**src/rtl/txw_pkg.sv**
```systemverilog
package txw_pkg;
   typedef enum logic [1:0] {ST_NEXT, ST_READ, ST_HEAD, ST_LINK} walk_st_e;
   typedef enum logic [1:0] {ACT_IDLE, ACT_DESC, ACT_HEAD} walk_act_e;

   localparam int unsigned IDX_W    = 16;
   localparam int unsigned B_EOF    = 31;
   localparam int unsigned B_CV     = 30;
   localparam int unsigned LEN_LO   = 16;
   localparam int unsigned LEN_HI   = 28;
   localparam int unsigned LEN_W    = LEN_HI - LEN_LO + 1;
   localparam int unsigned CH_W     = 8;
   localparam int unsigned B_PV     = 16;
   localparam logic [1:0]  W_PEND   = 2'd3;
endpackage

```
**src/rtl/txw_addr_gen.sv**
```systemverilog
module txw_addr_gen #(
   parameter int AW = 32,
   parameter int IW = 16
) (
   input  logic [AW-1:0] base,
   input  logic [IW-1:0] idx,
   input  logic [1:0]    word,
   output logic [AW-1:0] addr
);
   localparam int SHIFT = 4;

   generate
      if (AW < IW + SHIFT) begin : g_bad_aw
         $error("txw_addr_gen: AW too narrow for index");
      end
   endgenerate

   logic [AW-1:0] idx_ext;
   logic [AW-1:0] word_off;

   always_comb begin
      idx_ext  = '0;
      idx_ext[IW-1:0] = idx;
      word_off = '0;
      word_off[3:2] = word;
   end

   assign addr = base + (idx_ext << SHIFT) + word_off;
endmodule

```
**src/rtl/txw_chain_fifo.sv**
```systemverilog
module txw_chain_fifo #(
   parameter int W     = 16,
   parameter int DEPTH = 2
) (
   input  logic         clk,
   input  logic         rst_n,
   input  logic         push,
   input  logic [W-1:0] din,
   input  logic         pop,
   output logic [W-1:0] dout,
   output logic         empty,
   output logic         full
);
   generate
      if (DEPTH < 1) begin : g_bad_depth
         $error("txw_chain_fifo: DEPTH must be at least 1");
      end

      if (DEPTH == 1) begin : g_single
         logic [W-1:0] slot_q;
         logic         vld_q;
         always_ff @(posedge clk) begin
            if (!rst_n) begin
               vld_q  <= 1'b0;
               slot_q <= '0;
            end else begin
               if (push) begin
                  vld_q  <= 1'b1;
                  slot_q <= din;
               end else if (pop) begin
                  vld_q  <= 1'b0;
               end
            end
         end
         assign dout  = slot_q;
         assign empty = !vld_q;
         assign full  = vld_q;
      end else begin : g_ring
         localparam int PW = $clog2(DEPTH);
         localparam int CW = $clog2(DEPTH + 1);
         localparam logic [PW-1:0] LAST = PW'(DEPTH - 1);
         localparam logic [CW-1:0] FULLC = CW'(DEPTH);
         logic [W-1:0]  mem_q [DEPTH];
         logic [PW-1:0] wp_q, rp_q;
         logic [CW-1:0] cnt_q;

         always_ff @(posedge clk) begin
            if (!rst_n) begin
               wp_q  <= '0;
               rp_q  <= '0;
               cnt_q <= '0;
               for (int i = 0; i < DEPTH; i++) mem_q[i] <= '0;
            end else begin
               if (push) begin
                  mem_q[wp_q] <= din;
                  wp_q <= (wp_q == LAST) ? '0 : wp_q + 1'b1;
               end
               if (pop) rp_q <= (rp_q == LAST) ? '0 : rp_q + 1'b1;
               if (push && !pop)      cnt_q <= cnt_q + 1'b1;
               else if (pop && !push) cnt_q <= cnt_q - 1'b1;
            end
         end
         assign dout  = mem_q[rp_q];
         assign empty = (cnt_q == '0);
         assign full  = (cnt_q == FULLC);
      end
   endgenerate

   AST_FIFO_NO_OVERFLOW:  assert property (@(posedge clk) disable iff (!rst_n) push |-> !full);
   AST_FIFO_NO_UNDERFLOW: assert property (@(posedge clk) disable iff (!rst_n) pop |-> !empty);
endmodule

```
**src/rtl/txdesc_walker.sv**
```systemverilog
module txdesc_walker
   import txw_pkg::*;
#(
   parameter int AW     = 32,
   parameter int DW     = 32,
   parameter int QDEPTH = 2
) (
   input  logic             clk,
   input  logic             rst_n,
   input  logic [AW-1:0]    desc_base,
   input  logic             enq_valid,
   output logic             enq_ready,
   input  logic [IDX_W-1:0] enq_idx,
   output logic             mem_req,
   output logic             mem_we,
   output logic [AW-1:0]    mem_addr,
   output logic [DW-1:0]    mem_wdata,
   input  logic             mem_ack,
   input  logic [DW-1:0]    mem_rdata,
   output logic             buf_valid,
   input  logic             buf_ready,
   output logic [DW-1:0]    buf_addr,
   output logic [LEN_W-1:0] buf_len,
   output logic [CH_W:0]    buf_chan,
   output logic             buf_sop,
   output logic             buf_eop
);
   generate
      if (DW != 32) begin : g_bad_dw
         $error("txdesc_walker: descriptor words are 32 bits");
      end
   endgenerate

   walk_st_e         st_q;
   walk_act_e        act_q;
   logic [IDX_W-1:0] cur_q, head_q, tail_q, nxt_q;
   logic [1:0]       wcnt_q;
   logic [DW-1:0]    w0_q;
   logic [LEN_W-1:0] len_q;
   logic             eof_q, cv_q, sop_q;

   logic             q_push, q_pop, q_empty, q_full;
   logic [IDX_W-1:0] q_dout;
   logic             link_now;

   logic [IDX_W-1:0] ag_idx;
   logic [1:0]       ag_word;

   txw_chain_fifo #(.W(IDX_W), .DEPTH(QDEPTH)) u_queue (
      .clk(clk), .rst_n(rst_n), .push(q_push), .din(enq_idx),
      .pop(q_pop), .dout(q_dout), .empty(q_empty), .full(q_full));

   txw_addr_gen #(.AW(AW), .IW(IDX_W)) u_agen (
      .base(desc_base), .idx(ag_idx), .word(ag_word), .addr(mem_addr));

   assign link_now  = enq_valid && q_full;
   assign q_push    = enq_valid && !q_full;
   assign q_pop     = (st_q == ST_NEXT) && !link_now && (act_q == ACT_IDLE) && !q_empty;
   assign enq_ready = !q_full || ((st_q == ST_LINK) && mem_ack);

   assign mem_req = (st_q != ST_NEXT);
   assign mem_we  = (st_q == ST_LINK);

   always_comb begin
      ag_idx  = cur_q;
      ag_word = wcnt_q;
      if (st_q == ST_HEAD) begin
         ag_idx  = head_q;
         ag_word = W_PEND;
      end else if (st_q == ST_LINK) begin
         ag_idx  = tail_q;
         ag_word = W_PEND;
      end
      mem_wdata = '0;
      if (st_q == ST_LINK) begin
         mem_wdata[IDX_W-1:0] = enq_idx;
         mem_wdata[B_PV]      = 1'b1;
      end
   end

   always_ff @(posedge clk) begin
      if (!rst_n) begin
         st_q      <= ST_NEXT;
         act_q     <= ACT_IDLE;
         cur_q     <= '0;
         head_q    <= '0;
         tail_q    <= '0;
         nxt_q     <= '0;
         wcnt_q    <= '0;
         w0_q      <= '0;
         len_q     <= '0;
         eof_q     <= 1'b0;
         cv_q      <= 1'b0;
         sop_q     <= 1'b0;
         buf_valid <= 1'b0;
         buf_addr  <= '0;
         buf_len   <= '0;
         buf_chan  <= '0;
         buf_sop   <= 1'b0;
         buf_eop   <= 1'b0;
      end else begin
         if (q_push) tail_q <= enq_idx;
         if (buf_valid && buf_ready) buf_valid <= 1'b0;

         unique case (st_q)
            ST_NEXT: begin
               if (link_now) begin
                  st_q <= ST_LINK;
               end else begin
                  unique case (act_q)
                     ACT_IDLE: if (!q_empty) begin
                        cur_q  <= q_dout;
                        head_q <= q_dout;
                        sop_q  <= 1'b1;
                        act_q  <= ACT_DESC;
                     end
                     ACT_DESC: if (!buf_valid) begin
                        wcnt_q <= '0;
                        st_q   <= ST_READ;
                     end
                     default: st_q <= ST_HEAD;
                  endcase
               end
            end
            ST_READ: if (mem_ack) begin
               wcnt_q <= wcnt_q + 2'd1;
               if (wcnt_q == 2'd0) begin
                  w0_q <= mem_rdata;
               end else if (wcnt_q == 2'd1) begin
                  nxt_q <= mem_rdata[IDX_W-1:0];
                  len_q <= mem_rdata[LEN_HI:LEN_LO];
                  eof_q <= mem_rdata[B_EOF];
                  cv_q  <= mem_rdata[B_CV];
               end else begin
                  buf_valid <= 1'b1;
                  buf_addr  <= w0_q;
                  buf_len   <= len_q;
                  buf_chan  <= {1'b0, mem_rdata[CH_W-1:0]} + 1'b1;
                  buf_sop   <= sop_q;
                  buf_eop   <= eof_q;
                  st_q      <= ST_NEXT;
                  if (!eof_q || cv_q) begin
                     cur_q <= nxt_q;
                     sop_q <= eof_q;
                     act_q <= ACT_DESC;
                  end else begin
                     act_q <= ACT_HEAD;
                  end
               end
            end
            ST_HEAD: if (mem_ack) begin
               st_q <= ST_NEXT;
               if (mem_rdata[B_PV]) begin
                  cur_q  <= mem_rdata[IDX_W-1:0];
                  head_q <= mem_rdata[IDX_W-1:0];
                  sop_q  <= 1'b1;
                  act_q  <= ACT_DESC;
               end else begin
                  act_q  <= ACT_IDLE;
               end
            end
            default: if (mem_ack) begin
               tail_q <= enq_idx;
               st_q   <= ST_NEXT;
            end
         endcase
      end
   end

   AST_REQ_HOLD:   assert property (@(posedge clk) disable iff (!rst_n)
                      mem_req && !mem_ack |=> mem_req && $stable(mem_addr) && $stable(mem_we));
   AST_BUF_HOLD:   assert property (@(posedge clk) disable iff (!rst_n)
                      buf_valid && !buf_ready |=> buf_valid && $stable(buf_addr) && $stable(buf_len)
                      && $stable(buf_chan) && $stable(buf_sop) && $stable(buf_eop));
   AST_CHAN_RANGE: assert property (@(posedge clk) disable iff (!rst_n)
                      buf_valid |-> buf_chan != '0);
   AST_WR_PEND:    assert property (@(posedge clk) disable iff (!rst_n)
                      mem_we |-> mem_req && ((mem_addr - desc_base) & 32'hF) == 32'hC
                      && mem_wdata[B_PV]);
   AST_FULL_READY: assert property (@(posedge clk) disable iff (!rst_n)
                      q_full && enq_ready |-> mem_we && mem_ack);
   AST_RESET_OUT:  assert property (@(posedge clk)
                      !rst_n |=> !mem_req && !buf_valid);
endmodule

```
**config.mk**
```make
export PLATFORM = sky130hd
export DESIGN_NAME = txdesc_walker
export DESIGN_NICKNAME = d
export VERILOG_FILES = /design/src/rtl/txw_pkg.sv /design/src/rtl/txw_addr_gen.sv /design/src/rtl/txw_chain_fifo.sv /design/src/rtl/txdesc_walker.sv
export SDC_FILE = /design/constraint.sdc
export NUM_CORES = 1
export LEC_CHECK = 0
export BUFFER_PORTS_ARGS = -buffer_cell sky130_fd_sc_hd__buf_4
export CAP_MARGIN = 20
export CORE_MARGIN = 1.5
export CORE_UTILIZATION = 40
export DETAILED_ROUTE_END_ITERATION = 8
export PLACE_DENSITY = 0.59
export SLEW_MARGIN = 40
export SYNTH_ARGS = -nofsm -noshare
export SYNTH_HDL_FRONTEND = slang
export SYNTH_SLANG_ARGS = --single-unit
```
**constraint.sdc**
```tcl
create_clock -name clk -period 3.8 [get_ports clk]
set_input_delay 0.19 -clock clk [delete_from_list [all_inputs] [get_ports clk]]
set_output_delay 0.19 -clock clk [all_outputs]
set_load 0.01 [all_outputs]
```
==> results.json <==
{
  "path_clk_slew_ns": 0.06,
  "synthCells": 1322,
  "track_usage_pct": 21.18,
  "crit_type": "reg -> out",
  "finalHoldViolCount": 0,
  "fin_crit_ns": 3.633,
  "area.sequential_um2": 4572,
  "setup_tns_ns": 0,
  "cts_tree": "built",
  "synth_area_um2": 10950,
  "io_buffers": 189,
  "synth_edf_count": 32,
  "drtIter0Drc": 640,
  "detail-route-antenna-nets": 0,
  "rows": 60,
  "peakVddDrop_v": 0.0003178,
  "chipWidth_um": 168.5,
  "maxSlewViolCount": 0,
  "die_area_um2": 28380,
  "gp_congestion": 0.9621,
  "wl_per_cell_um": 16.23,
  "grt_pass1_vias": 9108,
  "synth-seq-area-share_pct": 41.68,
  "p_sw_uw": 2517,
  "cts_max_level": 1,
  "yosysMostFrequentCell": "nand2_1",
  "min_from": "mem_ack",
  "crit_arrival_ns": 3.44,
  "vias": 9483,
  "power.density_nw_per_um2": 533.9,
  "cts-buffers-inserted": 25,
  "multi_input_area_um2": 6010,
  "drc": 0,
  "p_clk_share_pct": 31.3,
  "power_frac_comb_pct": 32.8,
  "end_kind": "output port",
  "max_freq_mhz": 275.3,
  "internal_power_uw": 4983,
  "r2r_slack_ns": 1.25,
  "yosysUniqueCellTypes": 61,
  "syn2layout_area_growth_pct": 28.26,
  "synthFlopType": "dfxtp_1",
  "synthArstFlopShare_pct": 0,
  "clock_skew_ns": 0.01536,
  "worstPathMaxFanout": 40,
  "yosysTopAreaCell": "dfxtp_1",
  "hold_depth": 3,
  "final_layout_size_suffix_gt1_share_pct": 19.57,
  "cp.required_ns": 3.61,
  "power_uw": 7500,
  "grt_pass1_wl_um": 48650,
  "p_leak_uw": 0.005517,
  "synth.top_cells.by_area": "dfxtp_1 (33%), nand2_1 (13%), a21boi_0 (9.6%), edfxtp_1 (8.8%), and2_1 (3.2%)",
  "holdWs_ns": 0.07079,
  "critPathLaunchType": "register",
  "slew_headroom_pct": 46.36,
  "status": "complete, no violations",
  "clock_path_buffers": 3,
  "initial_core_util_pct": 40.75,
  "cts.sinks": 212,
  "hp-class": "in -> reg",
  "tightest_slew_ns": 0.8035,
  "antenna_found_initial": 0,
  "pin_count": 209,
  "r2r-end": "cur_q[3]",
  "wirelength_um": 30490,
  "core-area_um2": 26880,
  "rr_worst_depth": 9,
  "utilization_pct": 52.27,
  "synth_warnings": 0,
  "grt-ovfl-total": 0,
  "drtPass1Iterations": 5,
  "place_hpwl_um": 21430,
  "yosys_register_bits": 212,
  "setup_violations": 0,
  "swShare_pct": 33.56,
  "seq_power_share_pct": 35.9,
  "antenna-diode-count": 0,
  "fin_crit_sh_pct": 95.60,
  "netlist.area_leader.share_pct": 32.90,
  "synth.avg_cell_area_um2": 8.284,
  "cap_viol_max_count": 0,
  "final_nets": 1633,
  "insertion_delay_ns": 0.54,
  "grt_max_degree": 106,
  "fillers": 2551,
  "clockRootBuffer": "clkbuf_16",
  "synth_common_cells": "nand2_1 (374), dfxtp_1 (180), a21boi_0 (140)",
  "avgViaCountPerCell": 5.047,
  "die_h_um": 168.5,
  "r2r_start": "st_q[1]",
  "hold_end": "wcnt_q[0]"
}
==> cell families (layout without fill, tap and decap cells) <==
logic type	after synthesis	after routing	synth area share, %
AND/OR/NAND/NOR	576	576	23.33
AO/OA/AOI/OAI	315	315	20.82
flip-flops	212	212	41.68
buffers and inverters	126	328	5.152
multiplexers	34	34	3.290
adder cells (fa/ha/maj)	29	29	3.382
XOR/XNOR	29	29	2.319
other	1	15	0.03424
==> worst max-delay path by stage <==
stage,from,end,slack [ns]
6_report,st_q[0],mem_addr[28],0.17
5_1_grt,st_q[0],mem_addr[28],-0.003
4_1_cts,st_q[1],mem_addr[21],0.005
3_5_place_dp,st_q[0],mem_addr[27],0.20
3_3_place_gp,st_q[0],mem_addr[27],0.25
2_1_floorplan,st_q[0],mem_addr[28],0.1
==> repair_timing <==
item	CTS	global route
hold buffers	49	0
resized for setup	15	21
endpoints found under the setup margin	13	16
buffers inserted	0	2
cloned	0	1
hold endpoints to repair	112	0
==> through the flow <==
stage / instances / instance area, um^2 / setup slack [ns]
floorplan: 1336 / 11000 / 0.09897
global placement: 1781 / 12580 / 0.2464
detailed placement: 1781 / 12600 / 0.2021
CTS: 1876 / 13940 / 0.004977
global route: 1879 / 14050 / -0.003060
finish: 1879 / 14050 / 0.1674
==> cell usage in the layout, fill, tap and decap left out, types with 4 or more instances in the layout <==
cell type,n
o31a_1,18
inv_1,16
edfxtp_1,32
o21ai_0,29
clkbuf_16,26
nand3_1,16
dfxtp_1,178
mux2i_1,17
nand2b_1,7
o21a_1,6
a21boi_1,11
clkbuf_1,8
and2_1,57
dlygate4sd3_1,49
clkinv_2,6
o21ai_1,6
conb_1,15
a21boi_0,139
a22oi_1,17
a21o_1,4
ha_1,22
o211ai_1,21
nand4_1,9
nand2_1,373
nor3_1,7
and3_1,5
xnor2_1,14
ha_4,4
nor2_1,38
buf_4,211
nor2b_1,40
xor2_1,15
mux2_2,16
a21oi_2,4
o211a_1,6
a21oi_1,27
==> power by group through the flow <==
| stage | clock, uW | combinational (uW) | sequential, uW |
|---|---|---|---|
| final | 2350 | 2460 | 2690 |
| after global routing | 2500 | 2720 | 2720 |
| after CTS | 2410 | 2420 | 2690 |
| after detailed placement | 0 | 2360 | 2730 |
| after global placement | 0 | 2340 | 2730 |
| after floorplan | 0 | 1640 | 2670 |
==> worst max-delay path, stage by stage (launching register included) <==
cell,delay (ns)
dfxtp_4,0.37
inv_1,0.12
ha_4,0.20
buf_12,0.20
nand2_1,0.07
o21ai_1,0.12
ha_2,0.37
a211o_1,0.32
a21oi_2,0.17
buf_4,0.17
o21ai_0,0.08
a21oi_1,0.15
a31oi_1,0.05
a311o_1,0.34
buf_4,0.15
==> registers in the layout, indices dropped and copies added (netlist names), 9 cells and up, named ones only <==
name and cells:
buf_chan 9, w0_q 32, head_q 16, buf_addr 32
u_queue.g_ring.mem_q 32, nxt_q 16, tail_q 16, cur_q 16
buf_len 13, len_q 13
==> final cells by class <==
class,instances,area share [%]
multi-input cells,998,42.78
repair buffers,266,15.44
clock inverters,9,0.6324
clock buffers,37,5.139
inverters,16,0.4275
flip-flops and latches,212,32.55
well taps,341,3.037
==> per-layer routing <==
metal / track usage [%] / wire length (um) / vias to the layer above / part of all wire [%]
met2: 36.32 / 14480 / 237 / 47
met1: 27.81 / 13620 / 4354 / 45
met5: 0 / 0 / - / 0
met3: 3.834 / 1843 / 39 / 6.0
met4: 4.620 / 541 / 0 / 1.8
li1: - / - / 4853 / -
No activity file was read; power rests on OpenSTA's default activity.
